`src/rtl/dmasplit_pkg.sv`:
```
package dmasplit_pkg;

   typedef enum logic [0:0] {
      SPL_IDLE = 1'b0,
      SPL_SEND = 1'b1
   } spl_state_e;

   function automatic int spl_max(input int a, input int b);
      return (a > b) ? a : b;
   endfunction

   function automatic int spl_min(input int a, input int b);
      return (a < b) ? a : b;
   endfunction

endpackage

```
`src/rtl/dmasplit_limit.sv`:
```
// Turns a size selection code into a byte limit that is a power of two.
// Codes above MAX_SEL clamp to the largest size.
module dmasplit_limit #(
   parameter int SEL_W   = 2,
   parameter int MIN_LG  = 7,
   parameter int MAX_SEL = 2,
   parameter int CHUNK_W = 13
) (
   input  logic [SEL_W-1:0]   sel,
   output logic [CHUNK_W-1:0] limit_bytes
);
   import dmasplit_pkg::*;

   localparam int N_CODES = 1 << SEL_W;

   if (MIN_LG + MAX_SEL >= CHUNK_W) begin : g_bad_width
      $error("dmasplit_limit: CHUNK_W too narrow for largest size");
   end
   if (MAX_SEL >= N_CODES) begin : g_bad_sel
      $error("dmasplit_limit: MAX_SEL not reachable with SEL_W bits");
   end

   logic [CHUNK_W-1:0] size_lut [N_CODES];

   for (genvar i = 0; i < N_CODES; i++) begin : g_lut
      localparam int EFF_SEL = spl_min(i, MAX_SEL);
      assign size_lut[i] = CHUNK_W'(1) << (MIN_LG + EFF_SEL);
   end

   assign limit_bytes = size_lut[sel];

endmodule

```
`src/rtl/dmasplit_chunk.sv`:
```
// Picks the length of the next request: the smallest of the remaining
// bytes, the size limit and the distance to the next boundary.
module dmasplit_chunk #(
   parameter int BOUNDARY_LG = 12,
   parameter int LEN_W       = 24,
   parameter int CHUNK_W     = 13
) (
   input  logic [BOUNDARY_LG-1:0] addr_lo,
   input  logic [LEN_W-1:0]       remain,
   input  logic [CHUNK_W-1:0]     limit_bytes,
   output logic [CHUNK_W-1:0]     chunk_bytes,
   output logic                   final_chunk
);
   import dmasplit_pkg::*;

   localparam int CMP_W = spl_max(LEN_W, CHUNK_W) + 1;

   if (CHUNK_W <= BOUNDARY_LG) begin : g_bad_width
      $error("dmasplit_chunk: CHUNK_W must hold a full boundary span");
   end

   logic [CHUNK_W-1:0] to_boundary;
   logic [CHUNK_W-1:0] cap;
   logic [CMP_W-1:0]   remain_ext;
   logic [CMP_W-1:0]   cap_ext;

   always_comb begin
      to_boundary = (CHUNK_W'(1) << BOUNDARY_LG) - CHUNK_W'(addr_lo);
      cap         = (limit_bytes < to_boundary) ? limit_bytes : to_boundary;
      remain_ext  = CMP_W'(remain);
      cap_ext     = CMP_W'(cap);
      final_chunk = (remain_ext <= cap_ext);
      chunk_bytes = final_chunk ? CHUNK_W'(remain) : cap;
   end

endmodule

```
`src/rtl/dma_req_splitter.sv`:
```
module dma_req_splitter #(
   parameter int ADDR_W        = 64,
   parameter int LEN_W         = 24,
   parameter int BOUNDARY_LG   = 12,
   parameter int MIN_SIZE_LG   = 7,
   parameter int WR_SEL_W      = 2,
   parameter int WR_MAX_SEL    = 2,
   parameter int RD_SEL_W      = 3,
   parameter int RD_MAX_SEL    = 5,
   parameter int HDR_LG        = 4,
   localparam int CHUNK_W      = dmasplit_pkg::spl_max(BOUNDARY_LG, MIN_SIZE_LG + RD_MAX_SEL) + 1,
   localparam int DW_W         = CHUNK_W - 2,
   localparam int HDR_W        = LEN_W + HDR_LG
) (
   input  logic                clk,
   input  logic                rst_n,
   input  logic                cmd_valid,
   output logic                cmd_ready,
   input  logic [ADDR_W-1:0]   cmd_addr,
   input  logic [LEN_W-1:0]    cmd_len,
   input  logic                cmd_write,
   input  logic [WR_SEL_W-1:0] mps_sel,
   input  logic [RD_SEL_W-1:0] mrrs_sel,
   output logic                req_valid,
   input  logic                req_ready,
   output logic [ADDR_W-1:0]   req_addr,
   output logic [DW_W-1:0]     req_dw,
   output logic                req_posted,
   output logic                req_addr32,
   output logic                req_last,
   output logic                done,
   output logic [HDR_W-1:0]    hdr_bytes
);
   import dmasplit_pkg::*;

   localparam int CNT_W        = LEN_W;
   localparam int WR_CAP_BYTES = 1 << (MIN_SIZE_LG + WR_MAX_SEL);
   localparam int RD_CAP_BYTES = 1 << (MIN_SIZE_LG + RD_MAX_SEL);
   localparam int SPAN_BYTES   = 1 << BOUNDARY_LG;

   if (ADDR_W <= 32) begin : g_bad_addr
      $error("dma_req_splitter: ADDR_W must exceed 32");
   end
   if (LEN_W < 3 || LEN_W >= ADDR_W) begin : g_bad_len
      $error("dma_req_splitter: LEN_W out of range");
   end
   if (BOUNDARY_LG < MIN_SIZE_LG + WR_MAX_SEL) begin : g_bad_bnd
      $error("dma_req_splitter: boundary smaller than write limit");
   end
   if (MIN_SIZE_LG < 2) begin : g_bad_min
      $error("dma_req_splitter: smallest size must be whole DWords");
   end

   spl_state_e         state_q;
   logic [ADDR_W-1:0]  addr_q;
   logic [LEN_W-1:0]   remain_q;
   logic               write_q;
   logic [CHUNK_W-1:0] limit_q;
   logic [CNT_W-1:0]   count_q;
   logic               done_q;
   logic [HDR_W-1:0]   hdr_q;

   logic [CHUNK_W-1:0] wr_limit;
   logic [CHUNK_W-1:0] rd_limit;
   logic [CHUNK_W-1:0] chunk_bytes;
   logic               final_chunk;
   logic               cmd_take;
   logic               req_take;
   logic               cmd_empty;
   logic [CNT_W-1:0]   count_next;

   dmasplit_limit #(
      .SEL_W   (WR_SEL_W),
      .MIN_LG  (MIN_SIZE_LG),
      .MAX_SEL (WR_MAX_SEL),
      .CHUNK_W (CHUNK_W)
   ) u_wr_limit (
      .sel         (mps_sel),
      .limit_bytes (wr_limit)
   );

   dmasplit_limit #(
      .SEL_W   (RD_SEL_W),
      .MIN_LG  (MIN_SIZE_LG),
      .MAX_SEL (RD_MAX_SEL),
      .CHUNK_W (CHUNK_W)
   ) u_rd_limit (
      .sel         (mrrs_sel),
      .limit_bytes (rd_limit)
   );

   dmasplit_chunk #(
      .BOUNDARY_LG (BOUNDARY_LG),
      .LEN_W       (LEN_W),
      .CHUNK_W     (CHUNK_W)
   ) u_chunk (
      .addr_lo     (addr_q[BOUNDARY_LG-1:0]),
      .remain      (remain_q),
      .limit_bytes (limit_q),
      .chunk_bytes (chunk_bytes),
      .final_chunk (final_chunk)
   );

   assign cmd_ready  = (state_q == SPL_IDLE);
   assign cmd_take   = cmd_valid && cmd_ready;
   assign req_valid  = (state_q == SPL_SEND);
   assign req_take   = req_valid && req_ready;
   assign cmd_empty  = (cmd_len[LEN_W-1:2] == '0);
   assign count_next = count_q + CNT_W'(1);

   assign req_addr   = addr_q;
   assign req_dw     = chunk_bytes[CHUNK_W-1:2];
   assign req_posted = write_q;
   assign req_addr32 = (addr_q[ADDR_W-1:32] == '0);
   assign req_last   = final_chunk;
   assign done       = done_q;
   assign hdr_bytes  = hdr_q;

   always_ff @(posedge clk) begin
      if (!rst_n) begin
         state_q  <= SPL_IDLE;
         addr_q   <= '0;
         remain_q <= '0;
         write_q  <= 1'b0;
         limit_q  <= '0;
         count_q  <= '0;
         done_q   <= 1'b0;
         hdr_q    <= '0;
      end else begin
         done_q <= 1'b0;
         unique case (state_q)
            SPL_IDLE: begin
               if (cmd_take) begin
                  addr_q   <= {cmd_addr[ADDR_W-1:2], 2'b00};
                  remain_q <= {cmd_len[LEN_W-1:2], 2'b00};
                  write_q  <= cmd_write;
                  limit_q  <= cmd_write ? wr_limit : rd_limit;
                  count_q  <= '0;
                  if (cmd_empty) begin
                     done_q <= 1'b1;
                     hdr_q  <= '0;
                  end else begin
                     state_q <= SPL_SEND;
                  end
               end
            end
            SPL_SEND: begin
               if (req_take) begin
                  addr_q   <= addr_q + ADDR_W'(chunk_bytes);
                  remain_q <= remain_q - LEN_W'(chunk_bytes);
                  count_q  <= count_next;
                  if (final_chunk) begin
                     state_q <= SPL_IDLE;
                     done_q  <= 1'b1;
                     hdr_q   <= HDR_W'(count_next) << HDR_LG;
                  end
               end
            end
            default: state_q <= SPL_IDLE;
         endcase
      end
   end

   AST_NO_4K_CROSS: assert property (@(posedge clk) disable iff (!rst_n)
      req_valid |-> ((CHUNK_W + 1)'(req_addr[BOUNDARY_LG-1:0]) + (CHUNK_W + 1)'({req_dw, 2'b00}))
                    <= (CHUNK_W + 1)'(SPAN_BYTES));

   AST_WR_LIMIT: assert property (@(posedge clk) disable iff (!rst_n)
      (req_valid && req_posted) |-> ({req_dw, 2'b00} <= CHUNK_W'(WR_CAP_BYTES)));

   AST_RD_LIMIT: assert property (@(posedge clk) disable iff (!rst_n)
      (req_valid && !req_posted) |-> ({req_dw, 2'b00} <= CHUNK_W'(RD_CAP_BYTES)));

   AST_DW_NONZERO: assert property (@(posedge clk) disable iff (!rst_n)
      req_valid |-> (req_dw != '0));

   AST_HOLD_STALL: assert property (@(posedge clk) disable iff (!rst_n)
      (req_valid && !req_ready) |=> (req_valid && $stable(req_addr) && $stable(req_dw)
                                     && $stable(req_posted) && $stable(req_last)));

   AST_BUSY_NO_CMD: assert property (@(posedge clk) disable iff (!rst_n)
      req_valid |-> !cmd_ready);

   AST_ZERO_LEN: assert property (@(posedge clk) disable iff (!rst_n)
      (cmd_valid && cmd_ready && cmd_len[LEN_W-1:2] == '0) |=>
         (done && hdr_bytes == '0 && !req_valid));

   AST_DONE_AFTER_LAST: assert property (@(posedge clk) disable iff (!rst_n)
      (req_valid && req_ready && req_last) |=> (done && !req_valid));

endmodule

```
`config.mk`:
```
export PLATFORM = sky130hd
export DESIGN_NAME = dma_req_splitter
export DESIGN_NICKNAME = d
export VERILOG_FILES = /design/src/rtl/dmasplit_pkg.sv /design/src/rtl/dmasplit_limit.sv /design/src/rtl/dmasplit_chunk.sv /design/src/rtl/dma_req_splitter.sv
export SDC_FILE = /design/constraint.sdc
export NUM_CORES = 1
export LEC_CHECK = 0
export ABC_AREA = 1
export BUFFER_PORTS_ARGS = -buffer_cell sky130_fd_sc_hd__buf_2
export CAP_MARGIN = 10
export CORE_MARGIN = 3
export CORE_UTILIZATION = 35
export DETAILED_ROUTE_END_ITERATION = 16
export PLACE_DENSITY = 0.52
export SYNTH_ARGS = -nofsm -noshare
export SYNTH_HDL_FRONTEND = slang
export SYNTH_SLANG_ARGS = --single-unit
export TNS_END_PERCENT = 100
```
`constraint.sdc`:
```
create_clock -name clk -period 14.5 [get_ports clk]
set_input_delay 2.9 -clock clk [delete_from_list [all_inputs] [get_ports clk]]
set_output_delay 2.9 -clock clk [all_outputs]
set_load 0.02 [all_outputs]
```
* Yosys cells after proc, flatten, opt, wreduce, memory -nomap -nowiden
Memories as Yosys holds them, arrays and structs flattened.
Index checks and enable logic that the tools add are counted.
** Operators by class
- Add/subtract/negate cells :: 4
- Magnitude comparators :: 4
- Equal/unequal tests :: 4
- Multiplexer cells :: 32
- Bitwise logic cells :: 3
- Reductions and logical operators :: 7
** Operators with widths (count)
- two-way mux 64 bit :: 2
- one-hot mux 64 bit (2 select lines) :: 1
- two-way mux 28 bit :: 4
- two-way mux 24 bit :: 4
- one-hot mux 24 bit (2 select lines) :: 2
- two-way mux 13 bit :: 7
- adder 64 x 13 -> 64 bit :: 1
- one-hot mux 28 bit (2 select lines) :: 1
- logical NOT 32 bit :: 1
- binary-select mux 13 bit (select 2 bit) :: 1
- adder 24 x 1 -> 24 bit, second input constant :: 1
- <= comparator 24 x 13 -> 1 bit :: 1
- subtractor 24 x 13 -> 24 bit :: 1
- logical NOT 22 bit :: 1
- less-than comparator 13 bit :: 1
- subtractor 13 x 12 -> 13 bit, first input constant :: 1
- two-way mux 1 bit :: 8
- inequality test 2 x 1 -> 1 bit, second input constant :: 3
- >= comparator 4 bit, second input constant :: 1
- inverter 3 -> 4 bit :: 1
- one-hot mux 1 bit (2 select lines) :: 2
- AND reduction 2 bit :: 2
- AND reduction 4 bit :: 1
- >= comparator 3 bit, second input constant :: 1
- 4 further kinds :: 5
** Storage, ports and cells
- Register bits after elaboration :: 156
- ROM bits :: 104
- Input port bits :: 98
- Output and inout bits :: 109
- Word-level logic and storage cells :: 63
- Memories :: 1
** Memories
- (no name shown) :: depth 8, bits a word 13, read ports 1, clocked after memory_dff 0, wr ports 0, RTL line dmasplit_limit.sv:30 : assign limit_bytes = size_lut[sel];

* Longest topological paths before layout
Gate-level depths: netlist of run 1.
- Depth in word-level cells :: 8
- Gate-level depth with buffers :: 45
- Depth with buffers taken out :: 44

* By module
From an unflattened synthesis of run 1, not the netlist that was laid out.
** Unflattened totals
- Cells, all modules :: 2042
- Area total of the unflattened synthesis :: 12338.1 um2
** Modules (own cells, without submodules)
- dma_req_splitter :: instances 1, cells an instance 1772, area an instance 10736.5 um2, seq. area each 3042.9 um2
- dmasplit_chunk :: instances 1, cells an instance 234, area an instance 1396.3 um2, seq. area each 0.0 um2
- dmasplit_limit (u_rd_limit) :: instances 1, cells an instance 21, area an instance 105.1 um2, seq. area each 0.0 um2
- dmasplit_limit (u_wr_limit) :: instances 1, cells an instance 15, area an instance 100.1 um2, seq. area each 0.0 um2

* Least setup slack after synthesis of run 1
Ideal clock, no wire load.
- Path type :: register to output
- From :: register addr_q[0], in the netlist req_addr[0]
- To :: output req_dw[0]
- Data arrival time :: 4.169 ns
- Data required time :: 11.600 ns
- Setup slack :: 7.431 ns
- Stages on the path, launching flop included :: 26
- Path buffers :: 2
- Path through :: dfxtp_1 > inv_1 > ha_1 > nand3_1 > nor2_1 > nand2_1 > nor3_1 > nand4_1 > ha_1 > nand2_1 > nor2_1 > inv_1 > o221a_2 > buf_1 > nand3b_1 > nand2_1 > ha_1 > nand2_1 > nor2_1 > nand3_1 > nor2b_1 > nand2_1 > nand2_2 > nand2_4 > buf_2 > o21ai_0
** On the way
- Cells in the longest elaborated chain, start to end :: 5
** Ends and longest elaborated chain
- start, declared :: RTL line dma_req_splitter.sv:55 : logic [ADDR_W-1:0] addr_q;
- start signal, assigned :: RTL line dma_req_splitter.sv:134 : addr_q <= {cmd_addr[ADDR_W-1:2], 2'b00};
- start signal, assigned :: RTL line dma_req_splitter.sv:149 : addr_q <= addr_q + ADDR_W'(chunk_bytes);
- subtractor 13 x 12 -> 13 bit (*) :: RTL line dmasplit_chunk.sv:28 : to_boundary = (CHUNK_W'(1) << BOUNDARY_LG) - CHUNK_W'(addr_lo);
- less-than comparator 13 bit :: RTL line dmasplit_chunk.sv:29 : cap = (limit_bytes < to_boundary) ? limit_bytes : to_boundary;
- two-way mux 13 bit (*) :: RTL line dmasplit_chunk.sv:29
- <= comparator 24 x 13 -> 1 bit (*) :: RTL line dmasplit_chunk.sv:32 : final_chunk = (remain_ext <= cap_ext);
- named net req_last :: RTL line dma_req_splitter.sv:30 : output logic req_last,
- two-way mux 13 bit (*) :: RTL line dmasplit_chunk.sv:33 : chunk_bytes = final_chunk ? CHUNK_W'(remain) : cap;
- end, declared :: RTL line dma_req_splitter.sv:27 : output logic [DW_W-1:0] req_dw,
The timed path passes the listed nets; every way through them passes the cells marked *.

* Worst setup path in the final report of run 1
- From :: register addr_q[0], in the netlist req_addr[0]
- To :: output req_dw[10]
** On the way
- Cells in the longest elaborated chain, start to end :: 5
** Ends and longest elaborated chain (RTL line)
- subtractor 13 x 12 -> 13 bit (*) :: dmasplit_chunk.sv:28
- less-than comparator 13 bit :: dmasplit_chunk.sv:29
- two-way mux 13 bit (*) :: dmasplit_chunk.sv:29
- <= comparator 24 x 13 -> 1 bit :: dmasplit_chunk.sv:32
- two-way mux 13 bit (*) :: dmasplit_chunk.sv:33
Every way passes the cells marked *; elsewhere a longest branch is shown, timed or not.

==> impl_metrics.yaml, run 1 <==
run_status:
  status: "finished, final reports clean"
critical_path:
  crit_fanout: 24
  reg2reg_depth: 36
  r2r_start: "req_addr[0]"
  cp.required_ps: 11600
  critPathCaptureType: "output port"
  worst_setup_path_start_kind: "flip-flop"
  r2r_end: "req_addr[30]"
  worst-setup-path-type: "reg2out"
  cpMostUsedCell: "nand2_1"
  slowest_delay_ps: 400
  rrSetupSlack_ps: 7200
  slowest_stage: "nand2_2"
  cp.arrival_ps: 5750
cts:
  cts_sinks: 145
  cts_hold_buf: 0
  cts-buffers-inserted: 17
  clockBufferDepth: 2
  clock_tree.root_cell: "clkbuf_16"
  cts_tree: "done"
  h-tree-depth: 4
  cts_setup_buffers: 0
  clk_latency_ps: 450
  clk_pin_slew_worst_paths_ps: 70
  cts_resized: 0
power_and_ir_drop:
  p_leak_nw: 6.467
  power.density_mw_per_mm2: 102.4
  power.total_mw: 1.391
  peakVddDrop_mv: 0.08234
timing:
  worstMarginPinSlew_ps: 852.6
  hold_violations: 0
  fin_skew_ps: 16.08
  rsz0062_at_grt: "false"
  setup_violations: 0
  finalCritPeriodShare_pct: 59.67
  fmax_mhz: 115.6
  setup-tns-final_ps: 0
  period_minus_slack_ps: 8652
  slew_headroom_pct: 43.08
  report.final.slew_viol_count: 0
worst_hold_path:
  worstHoldEndpoint: "req_posted"
  hold_class: "reg2reg"
  min_path_cells: 2
  hold_path_startpoint: "req_posted"
yosys:
  netlist_area_sq_mm: 0.01176
  synth_compound_area_share_pct: 17.83
  yosys.area_share.xor_xnor_pct: 2.755
  ys_seq_area_share_pct: 24.68
  syn_avg_cell_area_sq_um: 5.894
  synth_edf_count: 0
  async_flop_share_pct: 0
  synthMuxAreaShare_pct: 0
  synth_fa_ha_area_share_pct: 5.339
  synth_ff_type: "dfxtp_1"
  synth_cell_types: 45
  synth_top_family_by_area: "simple AND/OR/NAND/NOR gates"
  ys_warn_count: 0
  synthCells: 1996
  yosys.area_share.simple_pct: 38.42
  ys_ff_latch: 145
finish:
  layout-drive-gt1-share_pct: 12.68
  final_cell_mix: "538 x nand2_1, 233 x inv_1, 211 x o21ai_0"
  syn_to_final_growth_pct: 15.45
  layout_commonest_cell: "nand2_1"
  fin_nets: 2287
  fill_cells: 3746
grt:
  grt_pass1_vias: 12130
  antenna_found_initial: 1
  grt_pass1_wl_um: 68050
  global_route.usage.total_pct: 24.03
  gr-total-overflow: 0
  grt_max_degree: 83
drt:
  first_iter_violations: 934
  wl_per_cell_um: 16.77
  vias_per_cell: 5.099
  dr.pass1.iters: 5
  ant_nets: 0
  drcViolationCount: 0
  wl_um: 43520
  num_vias: 13240
placed_design:
  dp_hpwl_um: 33060
  io_buffers: 198
  place.gp.congestion: 0.9448
die:
  pin_count: 207
  die_w_um: 189.3
  core.rowCount: 66
  start_util_pct: 35.79
  die_area_sq_mm: 0.03585
  die_height_um: 189.3
  core_sq_mm: 0.03287
job:
  drv_cap: 0
==> layout make-up <==
class	count	area [sq um]	share of cell area [%]
sequential	145	2904	21.38
tap	442	553.0	4.072
clock inverter	12	157.7	1.161
inverter	238	893.4	6.578
timing repair buffer	204	1039	7.646
antenna	1	2.502	0.01842
clock buffer	20	446.7	3.289
multi-input combinational	1534	7586	55.85
==> worst max-delay path: cells and delay by family (launching register included) <==
kind                     cells  cell delay [ps]
AO/OA/AOI/OAI                1              110
AND/OR/NAND/NOR             20             3120
buffers and inverters        5              800
adder cells (fa/ha/maj)      3              910
flip-flops                   1              350
==> where the power goes <==
group / switching [mW] / internal, mW / leakage, nW / total (mW)
sequential: 0.0552 / 0.433 / 1.20 / 0.489
clock: 0.196 / 0.276 / 0.287 / 0.472
combinational: 0.288 / 0.143 / 4.99 / 0.431
total: 0.539 / 0.852 / 6.47 / 1.39
==> through the flow <==
step / cell area [sq um] / std cells / util (%) / hold slack, ps / worst slack (ps)
after floorplan: 11780 / 1999 / - / 457.1 / 7431
after global placement: 12970 / 2563 / 39.48 / 451.9 / 6495
after detailed placement: 12970 / 2563 / 39.48 / 461.6 / 6402
after CTS: 13580 / 2595 / 41.32 / 471.6 / 5864
after global routing: 13580 / 2596 / 41.32 / 488.4 / 5212
final: 13580 / 2596 / 41.32 / 466.1 / 5848
==> cell usage after synthesis, types with 6 or more instances <==
cell	number	area [sq um]
nor3_1	22	110.1
buf_2	17	85.08
buf_1	10	37.54
nor4_1	7	43.79
inv_1	233	874.6
o21a_1	7	52.55
or2_2	10	62.56
nor2_1	197	739.5
nand3_1	177	885.9
o21bai_1	17	127.6
nor2_2	6	37.54
dfxtp_1	145	2903
ha_1	47	588.1
nand2_2	6	37.54
o21ai_0	211	1056
clkbuf_1	41	153.9
buf_4	7	52.55
xor2_1	26	227.7
nand3b_1	16	120.1
nand4_1	48	300.3
nand2_1	539	2023
a21oi_1	155	775.7
xnor2_1	11	96.34
==> cell families (layout without fill, tap and decap cells) <==
group | count (synthesis) | count (layout)
other | 1 | 5
adders and majority gates | 49 | 49
AOI/OAI and AO/OA | 401 | 401
and+or+nand+nor | 1043 | 1043
DFF | 145 | 145
xor gates and xnor gates | 37 | 37
buffers and inverters | 320 | 474
==> worst max path at each step <==
stage,start,end,slack [ps],cells past startpoint
detailed placement,req_addr[0],req_dw[9],6400,29
finish,req_addr[0],req_dw[10],5850,29
floorplan,req_addr[0],req_dw[0],7430,25
CTS,req_addr[0],req_dw[3],5860,25
global placement,req_addr[0],req_dw[10],6500,29
global route,req_addr[0],req_dw[10],5210,29
==> flip-flops by register name, indices dropped and copies added (netlist names) <==
signal / cells
count_q: 24
req_posted: 1
hdr_bytes: 24
req_valid: 1
limit_q: 6
req_addr: 64
remain_q: 24
done: 1
==> metal layers <==
| layer | wire length, um | share of wire [%] | vias up | GRT usage (%) |
|---|---|---|---|---|
| li1 | - | - | 6815 | - |
| met1 | 21630 | 50 | 6029 | 34.76 |
| met2 | 18870 | 43 | 348 | 37.11 |
| met3 | 2130 | 4.9 | 44 | 3.222 |
| met4 | 886 | 2.0 | 0 | 7.336 |
| met5 | 0 | 0 | - | 0 |
Note: power is estimated with default switching activity, not from simulation.
==> run 2: changes to the inputs <==
clock period = 8.6 ns   (was 14.5 ns; I/O delays follow)
==> run 2 against run 1 <==
Compared with the run above:
- worst setup slack worse by 4700 ps
- first-iteration DRC count is 8.1% higher
- largest cell class unchanged
- combinational power is 67% higher
- die area stayed put
- highest routed layer unchanged
- non-clock buffer count is 1 lower
- worst hold slack worse by 0.96 ps
- utilization hardly changed
- clock-buffer cell count is 1 lower
- global-route usage is 0.22 points lower
- sequential share of layout area hardly changed
- cell count hardly changed
- clock skew is 4.1 ps lower
==> impl_metrics.yaml, run 2 (synthesis results as in run 1) <==
run_status:
  status: "finished, final reports clean"
drt:
  drcViolationCount: 0
  vias_per_cell: 5.074
  ant_nets: 0
  first_iter_violations: 1010
  wl_um: 42950
  dr.pass1.iters: 6
  num_vias: 13160
  wl_per_cell_um: 16.56
power_and_ir_drop:
  switching_power_mw: 0.9049
  peakVddDrop_mv: 0.1393
  p_int_mw: 1.465
  sw_frac_of_total_pct: 38.18
  clock_power_share_pct: 34.7
  combPwrFrac_pct: 30.3
  power.density_mw_per_mm2: 174.3
  p_leak_nw: 6.479
  power_frac_seq_pct: 35.0
grt:
  grt_pass1_wl_um: 68320
  grt_pass1_vias: 12320
  global_route.usage.total_pct: 23.81
  gr-total-overflow: 0
  grt_max_degree: 83
  antenna_found_initial: 1
finish:
  largest_reg_flops: 64
  syn_to_final_growth_pct: 15.56
  final_cell_area_sq_mm: 0.01359
  stdcell_count: 2594
  fill_cells: 3747
  final_cell_mix: "538 x nand2_1, 233 x inv_1, 211 x o21ai_0"
  layout_commonest_cell: "nand2_1"
  layout-drive-gt1-share_pct: 12.65
  fin_nets: 2286
die:
  core.rowCount: 66
  die_w_um: 189.3
  die_area_sq_mm: 0.03585
  die_height_um: 189.3
  core_sq_mm: 0.03287
  pin_count: 207
  start_util_pct: 35.79
timing:
  worstMarginPinSlew_ps: 833.2
  setup-tns-final_ps: 0
  rsz0062_at_grt: "false"
  period_minus_slack_ps: 7470
  fin_skew_ps: 11.96
  fmax_mhz: 133.9
  finalCritPeriodShare_pct: 86.86
  hold_violations: 0
  report.final.slew_viol_count: 0
  slew_headroom_pct: 44.45
  setup_violations: 0
cts:
  clockBufferDepth: 2
  cts_hold_buf: 0
  cts-buffers-inserted: 17
  cts_tree: "done"
  clock_tree.root_cell: "clkbuf_16"
  cts_setup_buffers: 0
  clk_latency_ps: 450
  clk_pin_slew_worst_paths_ps: 70
  cts_resized: 0
  cts_sinks: 145
  h-tree-depth: 4
placed_design:
  dpl_cell_area_sq_mm: 0.01297
  io_buffers: 198
  place.gp.congestion: 0.9109
  dp.cells: 2562
  dp_hpwl_um: 32500
critical_path:
  critPathTopFamily: "simple AND/OR/NAND/NOR gates"
  slowest_delay_ps: 400
  critPathBufInv: 5
  worst-setup-path-type: "reg2out"
  cp.arrival_ps: 5750
  cpMostUsedCell: "nand2_1"
  slowest_stage: "nand2_2"
  worst_setup_path_start_kind: "flip-flop"
  cp.required_ps: 6880
  crit_fanout: 24
  critPathCaptureType: "output port"
worst_hold_path:
  hold_class: "reg2reg"
job:
  drv_cap: 0
## run 2: worst reg2reg max path, delay by kind of cell, from the launching register on
kind / cells / cell delay (ps)
DFF: 1 / 350
and+or+nand+nor: 25 / 4210
buffers and inverters: 4 / 500
adders and majority gates: 5 / 1670
xor gates and xnor gates: 1 / 150
AOI/OAI and AO/OA: 2 / 260
## run 2: cell type report
class	count	area, sq um	area share, %
Antenna cell	1	2.502	0.01841
Clock buffer	19	442.9	3.258
Clock inverter	12	181.4	1.335
Inverter	238	893.4	6.572
Multi-Input combinational cell	1534	7586	55.80
Sequential cell	145	2904	21.36
Tap cell	442	553.0	4.068
Timing Repair Buffer	203	1031	7.584
## run 2: path summary, 6_finish.rpt
check / startpoint / endpoint / slack, ps / depth (start not counted)
setup / recovery: req_addr[0] / req_dw[6] / 1130 / 29
hold / removal: req_posted / req_posted / 470 / 2
setup reg to reg: req_addr[0] / req_addr[48] / 1380 / 37
hold reg to reg: req_posted / req_posted / 470 / 2
## run 2: routing by layer
layer / part of all wire (%) / vias up / global-route usage (%)
met3: 4.8 / 43 / 3.388
li1: - / 6804 / -
met5: 0 / - / 0
met1: 50 / 5988 / 34.53
met4: 1.8 / 0 / 6.028
met2: 43 / 328 / 37.12
## run 2: power groups by stage
stage	registers (mW)	logic (mW)	clock network, mW
after global placement	0.842	0.707	0
after detailed placement	0.842	0.716	0
after CTS	0.827	0.720	0.840
final	0.830	0.719	0.822
after global routing	0.840	0.818	0.863
after floorplan	0.849	0.483	0
## run 2: stage by stage
stage          power [mW]  worst slack (ps)  util [%]  hold WS, ps
2_1_floorplan       1.332              2711         -        457.1
3_3_place_gp        1.549              1633     39.45        451.4
3_5_place_dp        1.557              1468     39.45        457.7
4_1_cts             2.387              1165     41.35        468.5
5_1_grt             2.521             437.3     41.36        496.8
6_report            2.370              1130     41.36        465.1
